**src/rtl/rhd_pkg.sv**
```systemverilog
package rhd_pkg;

  typedef enum logic [1:0] {
    IMM_NONE = 2'd0,
    IMM_I    = 2'd1,
    IMM_J    = 2'd2,
    IMM_CJ   = 2'd3
  } immSel_e;

  typedef struct packed {
    logic    isJump;
    logic    push;
    logic    pop;
    logic    isIndirect;
    immSel_e immSel;
  } hintStrobes_t;

  localparam logic [6:0] OPC_JAL  = 7'b1101111;
  localparam logic [6:0] OPC_JALR = 7'b1100111;

  function automatic logic isLinkReg(input logic [4:0] idx);
    return (idx == 5'd1) || (idx == 5'd5);
  endfunction

endpackage

```
**src/rtl/rhd_ctrl.sv**
```systemverilog
module rhd_ctrl
  import rhd_pkg::*;
(
  input  logic [31:0]  instr,
  input  logic         isCompressed,
  output hintStrobes_t strobes
);

  logic [4:0] rdIdx;
  logic [4:0] rs1Idx;
  logic       rdLink;
  logic       rs1Link;
  logic [4:0] cRs1;
  logic [4:0] cRs2;
  logic       cRegJumpForm;
  logic       cDirectForm;

  assign rdIdx   = instr[11:7];
  assign rs1Idx  = instr[19:15];
  assign rdLink  = isLinkReg(rdIdx);
  assign rs1Link = isLinkReg(rs1Idx);

  assign cRs1 = instr[11:7];
  assign cRs2 = instr[6:2];
  assign cRegJumpForm = (instr[1:0] == 2'b10) && (instr[15:13] == 3'b100)
                        && (cRs2 == 5'd0) && (cRs1 != 5'd0);
  assign cDirectForm  = (instr[1:0] == 2'b01) && (instr[15:13] == 3'b101);

  always_comb begin
    strobes = '{isJump: 1'b0, push: 1'b0, pop: 1'b0,
                isIndirect: 1'b0, immSel: IMM_NONE};
    if (isCompressed) begin
      if (cRegJumpForm) begin
        strobes.isJump     = 1'b1;
        strobes.isIndirect = 1'b1;
        strobes.immSel     = IMM_NONE;
        if (instr[12]) begin
          // linking form writes x1 implicitly
          strobes.push = 1'b1;
          strobes.pop  = (cRs1 == 5'd5);
        end else begin
          strobes.pop = isLinkReg(cRs1);
        end
      end else if (cDirectForm) begin
        strobes.isJump = 1'b1;
        strobes.immSel = IMM_CJ;
      end
    end else if (instr[1:0] == 2'b11) begin
      if (instr[6:0] == OPC_JAL) begin
        strobes.isJump = 1'b1;
        strobes.push   = rdLink;
        strobes.immSel = IMM_J;
      end else if ((instr[6:0] == OPC_JALR) && (instr[14:12] == 3'b000)) begin
        strobes.isJump     = 1'b1;
        strobes.isIndirect = 1'b1;
        strobes.immSel     = IMM_I;
        strobes.push       = rdLink;
        strobes.pop        = rs1Link && (!rdLink || (rdIdx != rs1Idx));
      end
    end
  end

endmodule

```
**src/rtl/rhd_datapath.sv**
```systemverilog
module rhd_datapath
  import rhd_pkg::*;
#(
  parameter int XLEN = 32
) (
  input  logic [31:0]     instr,
  input  logic            isCompressed,
  input  logic [XLEN-1:0] pc,
  input  logic [XLEN-1:0] rs1Val,
  input  hintStrobes_t    strobes,
  output logic [XLEN-1:0] linkAddr,
  output logic [XLEN-1:0] target
);

  localparam int IEXT  = XLEN - 12;
  localparam int JEXT  = XLEN - 21;
  localparam logic [XLEN-1:0] STEP_C = XLEN'(2);
  localparam logic [XLEN-1:0] STEP_W = XLEN'(4);

  logic [XLEN-1:0] immI;
  logic [XLEN-1:0] immJ;
  logic [XLEN-1:0] immCj;
  logic [XLEN-1:0] immSel;
  logic [XLEN-1:0] base;
  logic [XLEN-1:0] sum;

  assign immI  = {{IEXT{instr[31]}}, instr[31:20]};
  assign immJ  = {{JEXT{instr[31]}}, instr[31], instr[19:12], instr[20],
                  instr[30:21], 1'b0};
  assign immCj = {{IEXT{instr[12]}}, instr[12], instr[8], instr[10:9], instr[6],
                  instr[7], instr[2], instr[11], instr[5:3], 1'b0};

  always_comb begin
    unique case (strobes.immSel)
      IMM_I:   immSel = immI;
      IMM_J:   immSel = immJ;
      IMM_CJ:  immSel = immCj;
      default: immSel = '0;
    endcase
  end

  assign base = strobes.isIndirect ? rs1Val : pc;
  assign sum  = base + immSel;

  always_comb begin
    if (!strobes.isJump)         target = '0;
    else if (strobes.isIndirect) target = {sum[XLEN-1:1], 1'b0};
    else                         target = sum;
  end

  assign linkAddr = pc + (isCompressed ? STEP_C : STEP_W);

endmodule

```
**src/rtl/ras_hint_decoder.sv**
```systemverilog
module ras_hint_decoder
  import rhd_pkg::*;
#(
  parameter int XLEN    = 32,
  parameter bit REG_OUT = 1'b1
) (
  input  logic            clk,
  input  logic            rstN,
  input  logic [31:0]     instr,
  input  logic            isCompressed,
  input  logic [XLEN-1:0] pc,
  input  logic [XLEN-1:0] rs1Val,
  output logic            isJump,
  output logic            push,
  output logic            pop,
  output logic [XLEN-1:0] linkAddr,
  output logic [XLEN-1:0] target,
  output logic            isIndirect
);

  hintStrobes_t    strobes;
  logic [XLEN-1:0] linkComb;
  logic [XLEN-1:0] targetComb;

  rhd_ctrl u_ctrl (
    .instr        (instr),
    .isCompressed (isCompressed),
    .strobes      (strobes)
  );

  rhd_datapath #(.XLEN(XLEN)) u_dp (
    .instr        (instr),
    .isCompressed (isCompressed),
    .pc           (pc),
    .rs1Val       (rs1Val),
    .strobes      (strobes),
    .linkAddr     (linkComb),
    .target       (targetComb)
  );

  generate
    if (REG_OUT) begin : gRegOut
      logic primed;

      always_ff @(posedge clk or negedge rstN) begin
        if (!rstN) begin
          isJump     <= 1'b0;
          push       <= 1'b0;
          pop        <= 1'b0;
          isIndirect <= 1'b0;
          linkAddr   <= '0;
          target     <= '0;
          primed     <= 1'b0;
        end else begin
          isJump     <= strobes.isJump;
          push       <= strobes.push;
          pop        <= strobes.pop;
          isIndirect <= strobes.isIndirect;
          linkAddr   <= linkComb;
          target     <= targetComb;
          primed     <= 1'b1;
        end
      end

      assert_push_is_jump_R10: assert property (@(posedge clk) disable iff (!rstN)
        push |-> isJump);

      assert_pop_is_jump_R10: assert property (@(posedge clk) disable iff (!rstN)
        pop |-> (isJump && isIndirect));

      assert_jal_push_R1: assert property (@(posedge clk) disable iff (!rstN)
        (primed && !$past(isCompressed) && ($past(instr[6:0]) == OPC_JAL))
        |-> (!pop && (push == (($past(instr[11:7]) == 5'd1) ||
                               ($past(instr[11:7]) == 5'd5)))));

      assert_swap_R4: assert property (@(posedge clk) disable iff (!rstN)
        (primed && !$past(isCompressed) && ($past(instr[6:0]) == OPC_JALR)
         && ($past(instr[14:12]) == 3'b000)
         && (($past(instr[11:7]) == 5'd1 && $past(instr[19:15]) == 5'd5) ||
             ($past(instr[11:7]) == 5'd5 && $past(instr[19:15]) == 5'd1)))
        |-> (push && pop));

      assert_link_step_R6: assert property (@(posedge clk) disable iff (!rstN)
        primed |-> (linkAddr == ($past(pc) + ($past(isCompressed) ? XLEN'(2) : XLEN'(4)))));

      assert_creg_no_push_R7: assert property (@(posedge clk) disable iff (!rstN)
        (primed && $past(isCompressed) && ($past(instr[15:12]) == 4'b1000)
         && ($past(instr[1:0]) == 2'b10)) |-> !push);
    end else begin : gComb
      assign isJump     = strobes.isJump;
      assign push       = strobes.push;
      assign pop        = strobes.pop;
      assign isIndirect = strobes.isIndirect;
      assign linkAddr   = linkComb;
      assign target     = targetComb;
    end
  endgenerate

endmodule

```
**config.mk**
```make
export PLATFORM = sky130hd
export DESIGN_NAME = ras_hint_decoder
export DESIGN_NICKNAME = d
export VERILOG_FILES = /design/src/rtl/rhd_pkg.sv /design/src/rtl/rhd_ctrl.sv /design/src/rtl/rhd_datapath.sv /design/src/rtl/ras_hint_decoder.sv
export SDC_FILE = /design/constraint.sdc
export NUM_CORES = 1
export LEC_CHECK = 0
export BUFFER_PORTS_ARGS = -buffer_cell sky130_fd_sc_hd__buf_2
export CELL_PAD_IN_SITES_DETAIL_PLACEMENT = 2
export CELL_PAD_IN_SITES_GLOBAL_PLACEMENT = 2
export CORE_AREA = 5 5 130 132
export CTS_CLUSTER_DIAMETER = 100
export DETAILED_ROUTE_END_ITERATION = 8
export DIE_AREA = 0 0 135 137
export HOLD_SLACK_MARGIN = 0.03
export PLACE_DENSITY = 0.95
export SLEW_MARGIN = 20
export SYNTH_ARGS = -nofsm -noshare
export SYNTH_HDL_FRONTEND = slang
export SYNTH_SLANG_ARGS = --single-unit
```
**constraint.sdc**
```tcl
create_clock -name clk -period 0.8 [get_ports clk]
set_input_delay 0.08 -clock clk [delete_from_list [all_inputs] [get_ports clk]]
set_output_delay 0.08 -clock clk [all_outputs]
set_load 0.02 [all_outputs]
```
==> results of run 1 <==
kinds of logic after synthesis:
group,count (synthesis),synth area share
muxes,32,0.0737
DFF,68,0.351
AOI/OAI and AO/OA,121,0.172
xor gates and xnor gates,46,0.0861
adders and majority gates,35,0.0933
buffers and inverters,32,0.0278
and+or+nand+nor,187,0.197
synth_stat cells (3+ instances only):
library cell   n  share of area
dfrtp_1       68           0.35
nor2_1        53          0.041
nand2_1       41          0.032
ha_1          33          0.085
mux2_2        30          0.070
a21oi_1       25          0.026
xnor2_1       23          0.041
nand3_1       22          0.023
nor3_1        22          0.023
xor2_1        21          0.038
a21o_1        20          0.031
o21ai_0       20          0.021
inv_1         15          0.012
nand4_1       12          0.015
a22oi_1       10          0.015
clkbuf_1       9         0.0070
o21a_1         9          0.014
a211oi_1       8          0.012
and3_1         6         0.0077
buf_2          6         0.0062
a31oi_1        5         0.0064
and2_1         5         0.0064
nand2b_1       4         0.0052
o21bai_1       3         0.0046
or2_2          3         0.0039
through the flow:
stage / setup slack (ps) / utilization / area, um^2 / setup TNS, ps / instances
2_1_floorplan: -2700 / - / 5150 / -96750 / 521
3_3_place_gp: -2860 / 0.477 / 7440 / -113890 / 1061
3_5_place_dp: -3270 / 0.477 / 7440 / -128480 / 1061
==> flow_summary.toml, run 1 <==
[synthesis]
synth_warnings = 0
synthFlopType = "dfrtp_1"
ys_types = 62
syn_inst = 521
synth-edff-count = 0
synthArstFlopShare = 1.00
synth_fp_nets = 655
ys_ff_latch = 68
syn_area_um2 = 4850
yosysSeqAreaShare = 0.351
syn_avg_cell_area_um2 = 9.32

[cts]
cts_root_buf = "clkbuf_16"
htree_levels = 3
cts_resized = 260
cts_buffers = 9
post-cts-setup-buffer-count = 43
clock-sinks = 68
clk_path_buf_depth = 2
cts_hold_buf = 3

[run_status]
failed_stage = "clock tree synthesis (4_1_cts)"
status = "did not finish"
error = "[ERROR DPL-0033] detailed placement checks failed during check placement."

[floorplan]
row_count = 46
fp.dieH_um = 137
die_w_um = 135
pin_count = 167
initial_core_util = 0.311

[placement]
gp_congestion = 0.960
dp_hpwl_um = 24200
portBuffers = 166
==> run 2, diff against run 1 <==
- CELL_PAD_IN_SITES_DETAIL_PLACEMENT: 2 -> not set
- CELL_PAD_IN_SITES_GLOBAL_PLACEMENT: 2 -> not set
- CORE_AREA: 5 5 130 132 -> 5 5 117 119
- CTS_CLUSTER_DIAMETER: 100 -> not set
- DIE_AREA: 0 0 135 137 -> 0 0 122 124
- HOLD_SLACK_MARGIN: 0.03 -> not set
- PLACE_DENSITY: 0.95 -> not set
- PLACE_DENSITY_LB_ADDON: not set -> 0.15
==> run 2 against run 1 <==
Against the previous run: the flow now finishes, with violations (negative setup slack); synthesized cell count stayed put; synthesized area unchanged.
==> flow_summary.toml, run 2 <==
[pwr]
comb_power_share = 0.324
ir_worst_vdd_mv = 0.893
p_sw_mw = 3.44
p_clk_frac = 0.349
total_power_mw = 11.4
power_density_nw_per_um2 = 1230
internal-power_mw = 8.00
seqPwrFrac = 0.327
p_sw_frac = 0.300
p_leak_nw = 4.47

[sta]
timing.fmax_ghz = 0.305
worstMarginPinSlew_ps = 435
worst_slack_ps = -2480
rsz0062_at_grt = "true"
timing.hold.ws_ps = 34.1
finalSetupViolCount = 133
hold_viol_final = 0
slew_headroom = 0.710
timing.final.crit_share = 4.11
finalCriticalPeriod_ps = 3280
slew_violations = 0

[hold_path]
hold_path.class = "in -> reg"

[layout]
stdcell_area_um2 = 9280
final_common_cell = "buf_4"
layout-drive-gt1-share = 0.615
nets = 1028
diodes = 0
nFillCells = 866
syn2layout_area_growth_pct = 91.2
largestRegisters = "linkAddr: 32 flops, target: 32 flops"
utilization = 0.745
most-common-layout-cells = "buf_4 (174), buf_2 (96), buf_6 (96)"

[synthesis]
yosysSeqAreaShare = 0.351
synth-edff-count = 0
ys_ff_latch = 68
synth_warnings = 0
synth_area_leaders = "dfrtp_1 (35%), ha_1 (8.5%), mux2_2 (7.0%), xnor2_1 (4.1%), nor2_1 (4.1%)"
yosys-top-cells-count = "dfrtp_1 (68), nor2_1 (53), nand2_1 (41), ha_1 (33), mux2_2 (30)"
ys_types = 62
synth_fp_nets = 655
syn_inst = 521
syn_avg_cell_area_um2 = 9.32
synthFlopType = "dfrtp_1"
synth_top_area_frac = 0.351
synth_most_common_cell = "dfrtp_1"
synthArstFlopShare = 1.00
syn_area_um2 = 4850
synth_top_cell_by_area = "dfrtp_1"

[critical_path]
timing_worst_setup_path_type = "in -> reg"
cp_max_fo = 6
cp-start-kind = "input pin"
worst_setup_path_end_kind = "flip-flop"
required_ps = 1030
cp.arrival_ps = 3510

[drt]
num_vias = 5620
drtPass1Iterations = 5
viasPerCell = 5.25
wire_per_inst_um = 18.5
ant_nets = 0
drt-total-wl_um = 19700
drt-initial-drc-count = 456
drc = 0

[floorplan]
die_w_um = 122
pin_count = 167
die-area_um2 = 15100
row_count = 41
fp.dieH_um = 124
initial_core_util = 0.389
core_area_um2 = 12500

[placement]
dp_hpwl_um = 14400
gp_congestion = 0.936
dpl-instance-area_um2 = 7440
place_ws_ps = -2990
portBuffers = 166

[cts]
cts_buffers = 9
cts_root_buf = "clkbuf_16"
path_clk_slew_ps = 50
htree_levels = 3
cts_tree = "built"
clk_path_buf_depth = 2
clock-sinks = 68

[grt]
grt_overflow = 0
grt_pass1_wl_um = 28600
antenna_found_initial = 1
grt_max_degree = 69
grt_pass1_vias = 5616
globalRouteTotalUtil = 0.244

[job]
maxCapViolations = 0

[run_status]
violations = "negative setup slack"
status = "finished with violations"
==> run 2: path summary, 6_finish.rpt <==
kind                       slack (ps)                endpoint  depth (start not counted)  startpoint
setup / recovery                -2480    target[31]$_DFF_PN0_                         16    instr[5]
max in group asynchronous         210  linkAddr[25]$_DFF_PN0_                          3        rstN
min in group asynchronous         280    target[10]$_DFF_PN0_                          3        rstN
hold / removal                     30   linkAddr[9]$_DFF_PN0_                          2       pc[9]
==> run 2: stage by stage <==
stage / instances / setup TNS, ps
global placement: 1020 / -116010
floorplan: 521 / -96750
finish: 1070 / -95740
detailed placement: 1020 / -118280
CTS: 1050 / -94760
global route: 1070 / -101340
==> run 2: kinds of logic after synthesis <==
logic type                 after synthesis  synth area share
and+or+nand+nor                        187             0.197
AOI/OAI and AO/OA                      121             0.172
DFF                                     68             0.351
xor gates and xnor gates                46            0.0861
adders and majority gates               35            0.0933
buffers and inverters                   32            0.0278
muxes                                   32            0.0737
==> run 2: critical path: stages <==
cell and delay, ps:
buf_6 100, or4_4 530, nor3_4 140, a41o_2 290, buf_6 150, buf_2 150
mux2_2 370, ha_1 320, o21ai_0 240, inv_1 100, o21ai_1 250, a31oi_4 80
a221oi_4 300, buf_4 170, o21ai_1 70, a21o_1 180
==> run 2: cell type report <==
class                      instances  area [um^2]  share of cell area
multi-input combinational        421         3910               0.422
timing repair buffer             379         3080               0.332
sequential                        68         1700               0.183
clock buffer                      10          239              0.0257
tap                              172          215              0.0232
inverter                          15         76.3             0.00822
clock inverter                     5         52.6             0.00566
==> run 2: power by group through the flow <==
stage,clock [mW],sequential (mW),combinational [mW]
6_report,3.99,3.74,3.71
5_1_grt,4.19,3.76,3.94
4_1_cts,4.02,3.69,3.18
3_5_place_dp,0,3.75,2.85
3_3_place_gp,0,3.74,2.82
2_1_floorplan,0,4.01,1.09
==> run 2: metal layers <==
layer	vias up	share of wire	GRT usage
li1	2632	-	-
met1	2754	0.44	0.332
met2	198	0.48	0.392
met3	34	0.060	0.0472
met4	2	0.020	0.0819
met5	-	0.00061	0
==> run 2: repair_timing <==
action	CTS	global route
hold endpoints to repair	70	0
setup endpoints to repair	134	133
gates cloned	1	0
hold buffers	3	0
pin swaps	41	47
setup buffers	21	21
resized for setup	101	202
Note: power is estimated with default switching activity, not from simulation.
==> run 3, diff against run 2 <==
- REMOVE_ABC_BUFFERS: not set -> 1
==> run 3 against run 2 <==
Against the previous run: the run ends with negative hold slack, negative setup slack left; sequential share of layout area is essentially flat; critical path depth fell by 1; core utilization decreased by 0.18 points; global-route usage rose by 2.4 points; via count down 0.77%; final cell count decreased by 0.28%; clock-buffer cell count increased by 3; hold slack got worse by 49 ps; critical endpoint is now target[28]$_DFF_PN0_; sequential power barely moved; die area is the same; highest routed layer is now met4.
==> flow_summary.toml, run 3 (synthesis results as in run 2) <==
[run_status]
status = "finished with violations"
violations = "negative hold slack, negative setup slack"

[layout]
syn2layout_area_growth_pct = 90.7
nets = 1024
final_cell_count_no_fill = 1067
final_common_cell = "buf_4"
stdcell_area_um2 = 9260
nFillCells = 889
utilization = 0.743
largestRegisters = "linkAddr: 32 flops, target: 32 flops"
diodes = 0
layout-drive-gt1-share = 0.611
most-common-layout-cells = "buf_4 (172), buf_2 (96), buf_6 (94)"

[drt]
drtPass1Iterations = 5
drt-total-wl_um = 20300
wire_per_inst_um = 19.0
drt-initial-drc-count = 415
drc = 0
viasPerCell = 5.23
ant_nets = 0
num_vias = 5577

[sta]
hold_viol_final = 1
slew_headroom = 0.662
timing.hold.ws_ps = -14.9
timing.final.crit_share = 4.28
finalSetupViolCount = 134
finalCriticalPeriod_ps = 3430
rsz0062_at_grt = "true"
final.setup.tns_ps = -110160
slew_violations = 0
worstMarginPinSlew_ps = 504
timing.fmax_ghz = 0.292
worst_slack_ps = -2630

[floorplan]
fp.dieH_um = 124
die_w_um = 122
pin_count = 167
die-area_um2 = 15100
row_count = 41
core_area_um2 = 12500
initial_core_util = 0.389

[pwr]
total_power_mw = 11.6
p_leak_nw = 4.47
power_density_nw_per_um2 = 1260
ir_worst_vdd_mv = 0.724

[critical_path]
worst_setup_path_end_kind = "flip-flop"
worstPathCellList = "buf_6 > or4_4 > nor3_4 > a41o_1 > buf_4 > mux2_4 > ha_4 > fa_2 > a211o_1 > a21oi_4 > a211oi_4 > o21ai_4 > a211oi_2 > o21ai_1 > mux2i_1"
cp-start-kind = "input pin"
crit_path_top_delay_cell = "or4_4"
timing_worst_setup_path_type = "in -> reg"
cp_top_family = "compound AO/OA/AOI/OAI gates"
crit_buf_inv = 2
cp.arrival_ps = 3690
cpPeakStageDelay_ps = 540
required_ps = 1060
cp_max_fo = 6

[cts]
htree_levels = 3
clk_path_buf_depth = 2
cts_buffers = 9
clock-sinks = 68
cts_root_buf = "clkbuf_16"
cts_tree = "built"
path_clk_slew_ps = 60

[grt]
antenna_found_initial = 0
grt_pass1_wl_um = 31000
grt_pass1_vias = 5824
grt_max_degree = 69
grt_overflow = 0
globalRouteTotalUtil = 0.269

[placement]
gp_congestion = 0.999
place_ws_ps = -3120
dp_cells = 1017
dpl-instance-area_um2 = 7170
portBuffers = 166
dp_hpwl_um = 14000

[job]
maxCapViolations = 0

[hold_path]
hold_path.class = "in -> reg"
run 3: layout make-up:
class / count / area (um^2) / share of cell area
clock buffer: 13 / 270 / 0.0292
clock inverter: 3 / 43.8 / 0.00473
inverter: 15 / 62.6 / 0.00676
multi-input combinational: 421 / 3890 / 0.420
sequential: 68 / 1700 / 0.184
tap: 172 / 215 / 0.0232
timing repair buffer: 375 / 3080 / 0.332
run 3: power breakdown:
part | switching [mW] | internal, mW | leakage (nW) | total, mW
clock network | 1.52 | 2.67 | 0.156 | 4.19
registers | 0.106 | 3.64 | 0.858 | 3.75
logic | 1.81 | 1.91 | 3.46 | 3.71
total | 3.43 | 8.22 | 4.47 | 11.6
run 3: timing repair:
action                     CTS  global route
pin swaps                   66            31
cloned                       3             0
buffers inserted            38            11
resized for setup          311            28
hold buffers                 3             0
hold endpoints to repair    71             0
setup endpoints to repair  134           134
run 3: path summary, 6_finish.rpt:
kind / slack (ps) / depth (start not counted) / endpoint / start
worst max-delay path: -2630 / 15 / target[28]$_DFF_PN0_ / instr[5]
worst min-delay path: -10 / 2 / linkAddr[1]$_DFF_PN0_ / pc[1]
max in group asynchronous: 200 / 3 / target[5]$_DFF_PN0_ / rstN
min in group asynchronous: 280 / 3 / linkAddr[0]$_DFF_PN0_ / rstN
run 3: per-layer routing:
| layer | GRT usage | wire length (um) |
|---|---|---|
| met1 | 0.350 | 8740 |
| met2 | 0.453 | 9900 |
| met3 | 0.0441 | 1200 |
| met4 | 0.0931 | 463 |
| met5 | 0 | 0 |
==> run 4, diff against run 3 <==
- CORE_AREA: 5 5 117 119 -> 5 5 105 107
- DIE_AREA: 0 0 122 124 -> 0 0 110 112
==> run 4 against run 3 <==
Against the previous run: sequential share of layout area fell by 0.36 points; routed wire length rose by 44%; the flow finishes with violations (negative setup slack); critical path depth stayed put; via count up 24%; first-iteration DRC count increased by 97%; clock-buffer cell count unchanged; combinational power rose by 15%; global-route usage is 7.2 points higher; setup slack got worse by 470 ps; core utilization rose by 20 points; power is 6.8% lower.
==> flow_summary.toml, run 4 (synthesis results as in run 2) <==
[layout]
layout-drive-gt1-share = 0.648
final_cell_count_no_fill = 1049
diodes = 0
nets = 1044
stdcell_area_um2 = 9440
largestRegisters = "linkAddr: 32 flops, target: 32 flops"
utilization = 0.940
most-common-layout-cells = "buf_4 (179), buf_6 (109), buf_2 (96)"
syn2layout_area_growth_pct = 94.5
final_common_cell = "buf_4"

[sta]
worst_slack_ps = -3100
rsz0062_at_grt = "true"
hold_viol_final = 0
finalCriticalPeriod_ps = 3900
finalSetupViolCount = 134
timing.hold.ws_ps = 1.36
slew_headroom = 0.591
timing.fmax_ghz = 0.257
worstMarginPinSlew_ps = 598
timing.final.crit_share = 4.87
slew_violations = 0

[drt]
viasPerCell = 6.58
wl_met3_um = 3460
wl_met2_um = 13100
num_vias = 6901
top_layer = "met4"
drt-total-wl_um = 29300
wire_per_inst_um = 27.9
drc = 0
drt-initial-drc-count = 817
drtPass1Iterations = 7
met1_length_um = 9840
ant_nets = 0

[critical_path]
worst_setup_path_end_kind = "flip-flop"
cpPeakStageDelay_ps = 550
crit_buf_inv = 3
critical_path.most_common_cell = "buf_6"
cp_max_fo = 7
required_ps = 1050
timing_worst_setup_path_type = "in -> reg"
cp-start-kind = "input pin"
cp_top_family = "compound AO/OA/AOI/OAI gates"
cp.arrival_ps = 4150
crit_path_top_delay_cell = "or4_4"
worstPathCellList = "buf_6 > or4_4 > nor3_4 > a41o_1 > buf_6 > buf_6 > mux2_4 > ha_4 > o21ai_1 > o21bai_1 > a311oi_2 > a31oi_4 > a221oi_4 > o21ai_1 > mux2_2"

[floorplan]
die-area_um2 = 12300
initial_core_util = 0.483
row_count = 37
core_area_um2 = 10000
fp.dieH_um = 112
pin_count = 167
die_w_um = 110

[cts]
path_clk_slew_ps = 80
cts_hold_buf = 4
cts_root_buf = "clkbuf_8"
htree_levels = 3
cts_tree = "built"
clock-sinks = 68
clk_path_buf_depth = 2
cts_buffers = 9

[run_status]
status = "finished with violations"
violations = "negative setup slack"

[hold_path]
hold_path.class = "in -> reg"

[pwr]
ir_worst_vdd_mv = 0.941
power_density_nw_per_um2 = 1150
p_leak_nw = 4.55

[placement]
dp_hpwl_um = 13600
gp_congestion = 1.01
dpl-instance-area_um2 = 7150
portBuffers = 166
dp_cells = 986

[grt]
antenna_found_initial = 0
grt_overflow = 0
grt_max_degree = 69
grt_pass1_vias = 6226
grt_pass1_wl_um = 32400
globalRouteTotalUtil = 0.340

[job]
maxCapViolations = 0
run 4: final timing paths:
kind	slack (ps)	endpoint	startpoint	depth (start not counted)
max	-3100	target[29]$_DFF_PN0_	instr[2]	15
min	1	linkAddr[1]$_DFF_PN0_	pc[1]	2
max in group asynchronous	180	linkAddr[1]$_DFF_PN0_	rstN	3
min in group asynchronous	220	pop$_DFF_PN0_	rstN	3
run 4: layout make-up:
class	count	area (um^2)
clock buffers	13	169
flip-flops and latches	68	1700
clock inverters	1	7.51
multi-input cells	421	4110
repair buffers	395	3220
well taps	136	170
inverters	15	67.6
fillers	277	603
run 4: power by group:
group	internal (mW)	switching (mW)	total [mW]
clock	1.35	1.50	2.85
combinational	2.03	2.23	4.26
sequential	3.63	0.119	3.75
total	7.02	3.84	10.9
run 4: timing repair:
action,CTS,global route
endpoints found under the hold margin,72,1
pin swaps,64,75
gates resized for setup,188,225
setup endpoints to repair,134,134
setup buffers,45,26
run 4: routing by layer:
| metal | up-vias | global-route usage |
|---|---|---|
| li1 | 2674 | - |
| met1 | 3225 | 0.417 |
| met2 | 711 | 0.574 |
| met3 | 291 | 0.0643 |
| met4 | 0 | 0.149 |
| met5 | - | 0 |
run 4: stage by stage:
| step | setup TNS [ps] | total power [mW] | worst slack, ps |
|---|---|---|---|
| 3_5_place_dp | -121810 | 6.48 | -3010 |
| 2_1_floorplan | -115810 | 4.97 | -3450 |
| 6_report | -122130 | 10.9 | -3100 |
| 3_3_place_gp | -119120 | 6.43 | -2950 |
| 5_1_grt | -124790 | 11.1 | -3080 |
| 4_1_cts | -102700 | 9.65 | -2430 |
